**src/rtl/hpd_filt_pkg.sv**
```systemverilog
package hpd_filt_pkg;
  localparam int HPD_GLITCH_W   = 4;
  localparam int HPD_VALID_W    = 12;
  localparam int HPD_SCALE_LOG2 = 10;

  typedef enum logic [1:0] {
    EVT_NONE = 2'b00,
    EVT_RISE = 2'b01,
    EVT_FALL = 2'b10
  } hpd_evt_e;
endpackage

```
**src/rtl/hpd_sync.sv**
```systemverilog
module hpd_sync #(
  parameter int STAGES = 2
) (
  input  logic clk,
  input  logic rst,
  input  logic din_i,
  output logic dout_o
);
  logic [STAGES-1:0] chain_q;

  always_ff @(posedge clk) begin
    if (rst) chain_q <= '0;
    else     chain_q <= {chain_q[STAGES-2:0], din_i};
  end

  assign dout_o = chain_q[STAGES-1];

  // chain flushed by reset
  assert_sync_reset_R9: assert property (@(posedge clk) rst |=> (dout_o == 1'b0));
endmodule

```
**src/rtl/hpd_persist.sv**
```systemverilog
// Holds a level and moves it to the input only after the input has
// differed for limit_i+1 consecutive cycles; any return restarts the run.
module hpd_persist #(
  parameter int CNT_W = 4
) (
  input  logic             clk,
  input  logic             rst,
  input  logic             din_i,
  input  logic [CNT_W-1:0] limit_i,
  output logic             lvl_o
);
  logic             lvl_q;
  logic [CNT_W-1:0] cnt_q;
  logic             differs;
  logic             done;

  assign differs = (din_i != lvl_q);
  assign done    = (cnt_q >= limit_i);

  always_ff @(posedge clk) begin
    if (rst) begin
      lvl_q <= 1'b0;
      cnt_q <= '0;
    end else if (!differs) begin
      cnt_q <= '0;
    end else if (done) begin
      lvl_q <= din_i;
      cnt_q <= '0;
    end else begin
      cnt_q <= cnt_q + 1'b1;
    end
  end

  assign lvl_o = lvl_q;

  // the held level only ever moves toward the previous input
  assert_change_follows_input_R3: assert property (@(posedge clk) disable iff (rst)
    (lvl_q != $past(lvl_q)) |-> ($past(din_i) == lvl_q));

  // a move needs the run counter to have reached the threshold
  assert_change_needs_full_run_R2: assert property (@(posedge clk) disable iff (rst)
    (lvl_q != $past(lvl_q)) |-> ($past(cnt_q) >= $past(limit_i)));

  // a return to the held level restarts the run
  assert_restart_on_return_R7: assert property (@(posedge clk) disable iff (rst)
    (din_i == lvl_q) |=> (cnt_q == '0));
endmodule

```
**src/rtl/hpd_edge_evt.sv**
```systemverilog
module hpd_edge_evt
  import hpd_filt_pkg::*;
(
  input  logic clk,
  input  logic rst,
  input  logic lvl_i,
  output logic rise_o,
  output logic fall_o
);
  logic     prev_q;
  logic     rise_q;
  logic     fall_q;
  hpd_evt_e evt_d;

  always_comb begin
    evt_d = EVT_NONE;
    if (lvl_i && !prev_q)      evt_d = EVT_RISE;
    else if (!lvl_i && prev_q) evt_d = EVT_FALL;
  end

  always_ff @(posedge clk) begin
    if (rst) begin
      prev_q <= 1'b0;
      rise_q <= 1'b0;
      fall_q <= 1'b0;
    end else begin
      prev_q <= lvl_i;
      rise_q <= (evt_d == EVT_RISE);
      fall_q <= (evt_d == EVT_FALL);
    end
  end

  assign rise_o = rise_q;
  assign fall_o = fall_q;

  assert_evt_exclusive_R8: assert property (@(posedge clk) disable iff (rst)
    $onehot0({rise_q, fall_q}));
  assert_rise_single_R8: assert property (@(posedge clk) disable iff (rst)
    rise_q |=> !rise_q);
  assert_fall_single_R8: assert property (@(posedge clk) disable iff (rst)
    fall_q |=> !fall_q);
endmodule

```
**src/rtl/hpd_deglitch.sv**
```systemverilog
module hpd_deglitch
  import hpd_filt_pkg::*;
#(
  parameter int GLITCH_W    = HPD_GLITCH_W,
  parameter int VALID_W     = HPD_VALID_W,
  parameter int SCALE_LOG2  = HPD_SCALE_LOG2,
  parameter int SYNC_STAGES = 2,
  localparam int CFG_W      = GLITCH_W + VALID_W,
  localparam int VCNT_W     = VALID_W + SCALE_LOG2
) (
  input  logic             clk,
  input  logic             rst,
  input  logic             hpd_raw_i,
  input  logic [CFG_W-1:0] cfg_i,
  output logic             hpd_level_o,
  output logic             hpd_rise_o,
  output logic             hpd_fall_o
);
  logic                sync_lvl;
  logic                glitch_lvl;
  logic                valid_lvl;
  logic [GLITCH_W-1:0] glitch_lim;
  logic [VCNT_W-1:0]   valid_lim;

  // field split of the configuration word
  assign glitch_lim = cfg_i[CFG_W-1 -: GLITCH_W];
  assign valid_lim  = {cfg_i[VALID_W-1:0], {SCALE_LOG2{1'b0}}};

  hpd_sync #(.STAGES(SYNC_STAGES)) u_sync (
    .clk    (clk),
    .rst    (rst),
    .din_i  (hpd_raw_i),
    .dout_o (sync_lvl)
  );

  hpd_persist #(.CNT_W(GLITCH_W)) u_glitch (
    .clk     (clk),
    .rst     (rst),
    .din_i   (sync_lvl),
    .limit_i (glitch_lim),
    .lvl_o   (glitch_lvl)
  );

  hpd_persist #(.CNT_W(VCNT_W)) u_valid (
    .clk     (clk),
    .rst     (rst),
    .din_i   (glitch_lvl),
    .limit_i (valid_lim),
    .lvl_o   (valid_lvl)
  );

  hpd_edge_evt u_evt (
    .clk    (clk),
    .rst    (rst),
    .lvl_i  (valid_lvl),
    .rise_o (hpd_rise_o),
    .fall_o (hpd_fall_o)
  );

  assign hpd_level_o = valid_lvl;

  assert_rise_after_level_R5: assert property (@(posedge clk) disable iff (rst)
    $rose(valid_lvl) |=> hpd_rise_o);
  assert_fall_after_level_R5: assert property (@(posedge clk) disable iff (rst)
    $fell(valid_lvl) |=> hpd_fall_o);
  assert_reset_quiet_R9: assert property (@(posedge clk)
    rst |=> (!hpd_level_o && !hpd_rise_o && !hpd_fall_o));
endmodule

```
**config.mk**
```make
export PLATFORM = sky130hd
export DESIGN_NAME = hpd_deglitch
export DESIGN_NICKNAME = d
export VERILOG_FILES = /design/src/rtl/hpd_filt_pkg.sv /design/src/rtl/hpd_sync.sv /design/src/rtl/hpd_persist.sv /design/src/rtl/hpd_edge_evt.sv /design/src/rtl/hpd_deglitch.sv
export SDC_FILE = /design/constraint.sdc
export NUM_CORES = 1
export LEC_CHECK = 0
export ABC_CLOCK_PERIOD_IN_PS = 1800
export CELL_PAD_IN_SITES_DETAIL_PLACEMENT = 0
export CELL_PAD_IN_SITES_GLOBAL_PLACEMENT = 1
export CORE_AREA = 2 2 72 74
export CTS_CLUSTER_SIZE = 16
export DETAILED_ROUTE_END_ITERATION = 6
export DIE_AREA = 0 0 74 76
export PLACE_DENSITY_LB_ADDON = 0.1
export REMOVE_ABC_BUFFERS = 1
export SLEW_MARGIN = 25
export SYNTH_ARGS = -nofsm -noshare
export SYNTH_HDL_FRONTEND = slang
export SYNTH_SLANG_ARGS = --single-unit
```
**constraint.sdc**
```tcl
create_clock -name clk -period 1.8 [get_ports clk]
set_clock_uncertainty 0.1 [all_clocks]
set_input_delay 0.45 -clock clk [delete_from_list [all_inputs] [get_ports clk]]
set_output_delay 0.45 -clock clk [all_outputs]
set_load 0.1 [all_outputs]
```
==> flow_summary.ini <==
[routing]
ant_nets = 0
wl_um = 4150
highest_layer = met4
drtIter0Drc = 23
firstDrtPassIters = 4
num_vias = 1477
wl_per_cell_um = 13.0
drcViolationCount = 0
wl_met2_um = 2130
routed_via_density = 4.62
drt-met1-wl_um = 1790
routed-wl-met3_um = 169

[layout]
nets = 288
ff_latch_area_um2 = 664
diodes = 0
multi_input_area_um2 = 1280
drive_above_1_share_pct = 39.2
areaGrowthSynthToFinish_pct = 55.9
mostFrequentLayoutCell = dfxtp_1
nFillCells = 452
final_cell_mix = dfxtp_1, buf_4, nor2_4, xor2_1, inv_1
final_area_um2 = 2690
layout.cells.non_filler = 320

[synthesis]
yosys_warnings = 0
synthCells = 199
yosysSeqAreaShare_pct = 38.3
synth_area_um2 = 1730
syn_area_per_cell_um2 = 8.67
ys_ff_latch = 33
ys_types = 27

[sta]
slew_violations = 0
setup_viol = 23
max_slew_margin_pct = 73.4
min_period_over_period_pct = 109
max_freq_mhz = 511
layout_setup_ws_ns = -0.159
period_needed_ns = 1.96
rsz0062_at_grt = yes
hold_viol = 0
worstMarginPinSlew_ns = 0.398

[power_and_ir_drop]
power.leakage_nw = 1.09
power_density_nw_per_um2 = 515
irDropWorstVdd_mv = 0.453

[place]
io_buffers = 21
postPlaceCellArea_um2 = 2190
hpwlAfterDp_um = 2770
routabilityCongestion = 0.737
dp_cells = 307

[critical_path]
worstPathCellList = or4_4 -> nor4_4 -> o311ai_2 -> nand3_2 -> buf_6 -> buf_12 -> nor2_4
worst-path-buf-inv = 2
crit_type = register to register
worst-endpoint-arrival_ns = 2.03
critPathMaxStageDelay_ns = 0.54
cp.required_ns = 1.87
reg2reg_depth = 7
crit_cells = 7
startpoint_type = register
worst_path_max_delay_cell = or4_4
crit_fanout = 6
end_kind = register
critPathTopFamily = simple AND/OR/NAND/NOR gates

[global_route]
grt_pass1_vias = 1602
grt_pass1_wl_um = 7030
gr-total-overflow = 0
grt_max_degree = 10
grt.total_usage_pct = 16.3
antenna_found_initial = 0

[clocking]
clock_path_buffers = 2
cts_tree = built
cts_buffers = 5
cts-root-buf = clkbuf_8
cts_hold_buffers = 0
clock_latency_ns = 0.28
htree_num_levels = 2
clk_pin_slew_ns = 0.06
numClockSinks = 33

[die]
pin_count = 22
core_area_um2 = 4910
die_y_um = 76
initial_utilization_pct = 35.1
die_area_um2 = 5620
rows = 26
die-width_um = 74

[worst_hold_path]
min_path_type = register to register
hold_depth = 1

[job]
drv_cap = 0

[outcome]
status = finished, violations left
violations = setup timing
cell usage after synthesis:
cell,instances,area share (%)
dfxtp_1,33,38
nor2_1,31,6.7
inv_1,22,4.8
ha_1,19,14
xor2_1,18,9.1
nand3_1,15,4.4
nand2_1,10,2.2
a21oi_1,7,2.0
xnor2_1,6,3.0
and3_1,5,1.8
nand2b_1,5,1.8
nand4_1,4,1.5
a21o_1,3,1.3
and4_1,2,1.0
buf_6,2,1.3
clkbuf_1,2,0.44
mux2i_1,2,1.2
nor2b_1,2,0.73
o21ai_0,2,0.58
or4_1,2,0.87
a2111o_1,1,0.65
and2_1,1,0.36
nand3_2,1,0.58
nor3_1,1,0.29
nor3b_1,1,0.44
nor4_1,1,0.36
o311ai_1,1,0.51
flip-flops by register name, indices dropped and copies added, names as in the netlist:
name / flops
u_glitch.cnt_q: 4
u_glitch.lvl_o: 1
u_evt.fall_o: 1
u_valid.cnt_q: 22
u_evt.prev_q: 1
u_sync.chain_q: 2
u_evt.rise_o: 1
u_valid.lvl_o: 1
timing repair:
action / 4_1_cts / 5_1_grt
buffers inserted: 4 / 1
pin swaps: 48 / 20
setup endpoints to repair: 28 / 27
gates cloned: 3 / 0
gates resized for setup: 81 / 26
through the flow:
step                      hold WS [ns]  setup TNS (ns)  util (%)  setup slack (ns)  power [mW]
final                            0.319           -2.84      54.8            -0.159        1.39
after global routing             0.345           -4.30      54.8            -0.220        1.47
after CTS                        0.319           -1.94      53.7            -0.115        1.41
after detailed placement         0.310          -16.46      44.7            -0.647       0.838
after global placement           0.300          -15.77      44.7            -0.594       0.836
after floorplan                  0.284           -2.33         -           -0.0939       0.786
routing by layer:
metal | global-route usage (%) | up-vias
li1 | - | 759
met3 | 5.29 | 6
met1 | 19.4 | 687
met5 | 0 | -
met4 | 5.64 | 0
met2 | 27.2 | 25
area by class of cell:
cell class | count | area share (%)
Sequential cell | 33 | 24.7
Inverter | 22 | 3.07
Timing Repair Buffer | 48 | 18.2
Clock buffer | 7 | 3.21
Tap cell | 70 | 3.26
Multi-Input combinational cell | 140 | 47.6
power breakdown:
group | leakage, nW | internal, mW | total, mW | switching, mW
combinational | 0.778 | 0.0589 | 0.105 | 0.0462
sequential | 0.268 | 0.734 | 0.735 | 0.00173
clock | 0.0443 | 0.303 | 0.546 | 0.243
logic make-up (layout without fill, tap and decap cells):
group / Yosys count / count (layout) / synth area share (%)
AOI/OAI and AO/OA: 14 / 14 / 5.08
and+or+nand+nor: 81 / 81 / 23.0
muxes: 2 / 2 / 1.16
buffers and inverters: 26 / 77 / 6.53
DFF: 33 / 33 / 38.3
adders and majority gates: 19 / 19 / 13.8
xor gates and xnor gates: 24 / 24 / 12.2
worst paths after layout:
check / endpoint / slack (ns) / startpoint
setup / recovery: u_valid.cnt_q[14]$_SDFF_PP0_ / -0.16 / u_valid.cnt_q[4]$_SDFF_PP0_
hold / removal: u_evt.rise_o$_SDFF_PP0_ / 0.32 / u_evt.prev_q$_SDFF_PP0_
setup reg to reg: u_valid.cnt_q[14]$_SDFF_PP0_ / -0.16 / u_valid.cnt_q[4]$_SDFF_PP0_
hold reg to reg: u_evt.rise_o$_SDFF_PP0_ / 0.32 / u_evt.prev_q$_SDFF_PP0_
Note: power is estimated with default switching activity, not from simulation.
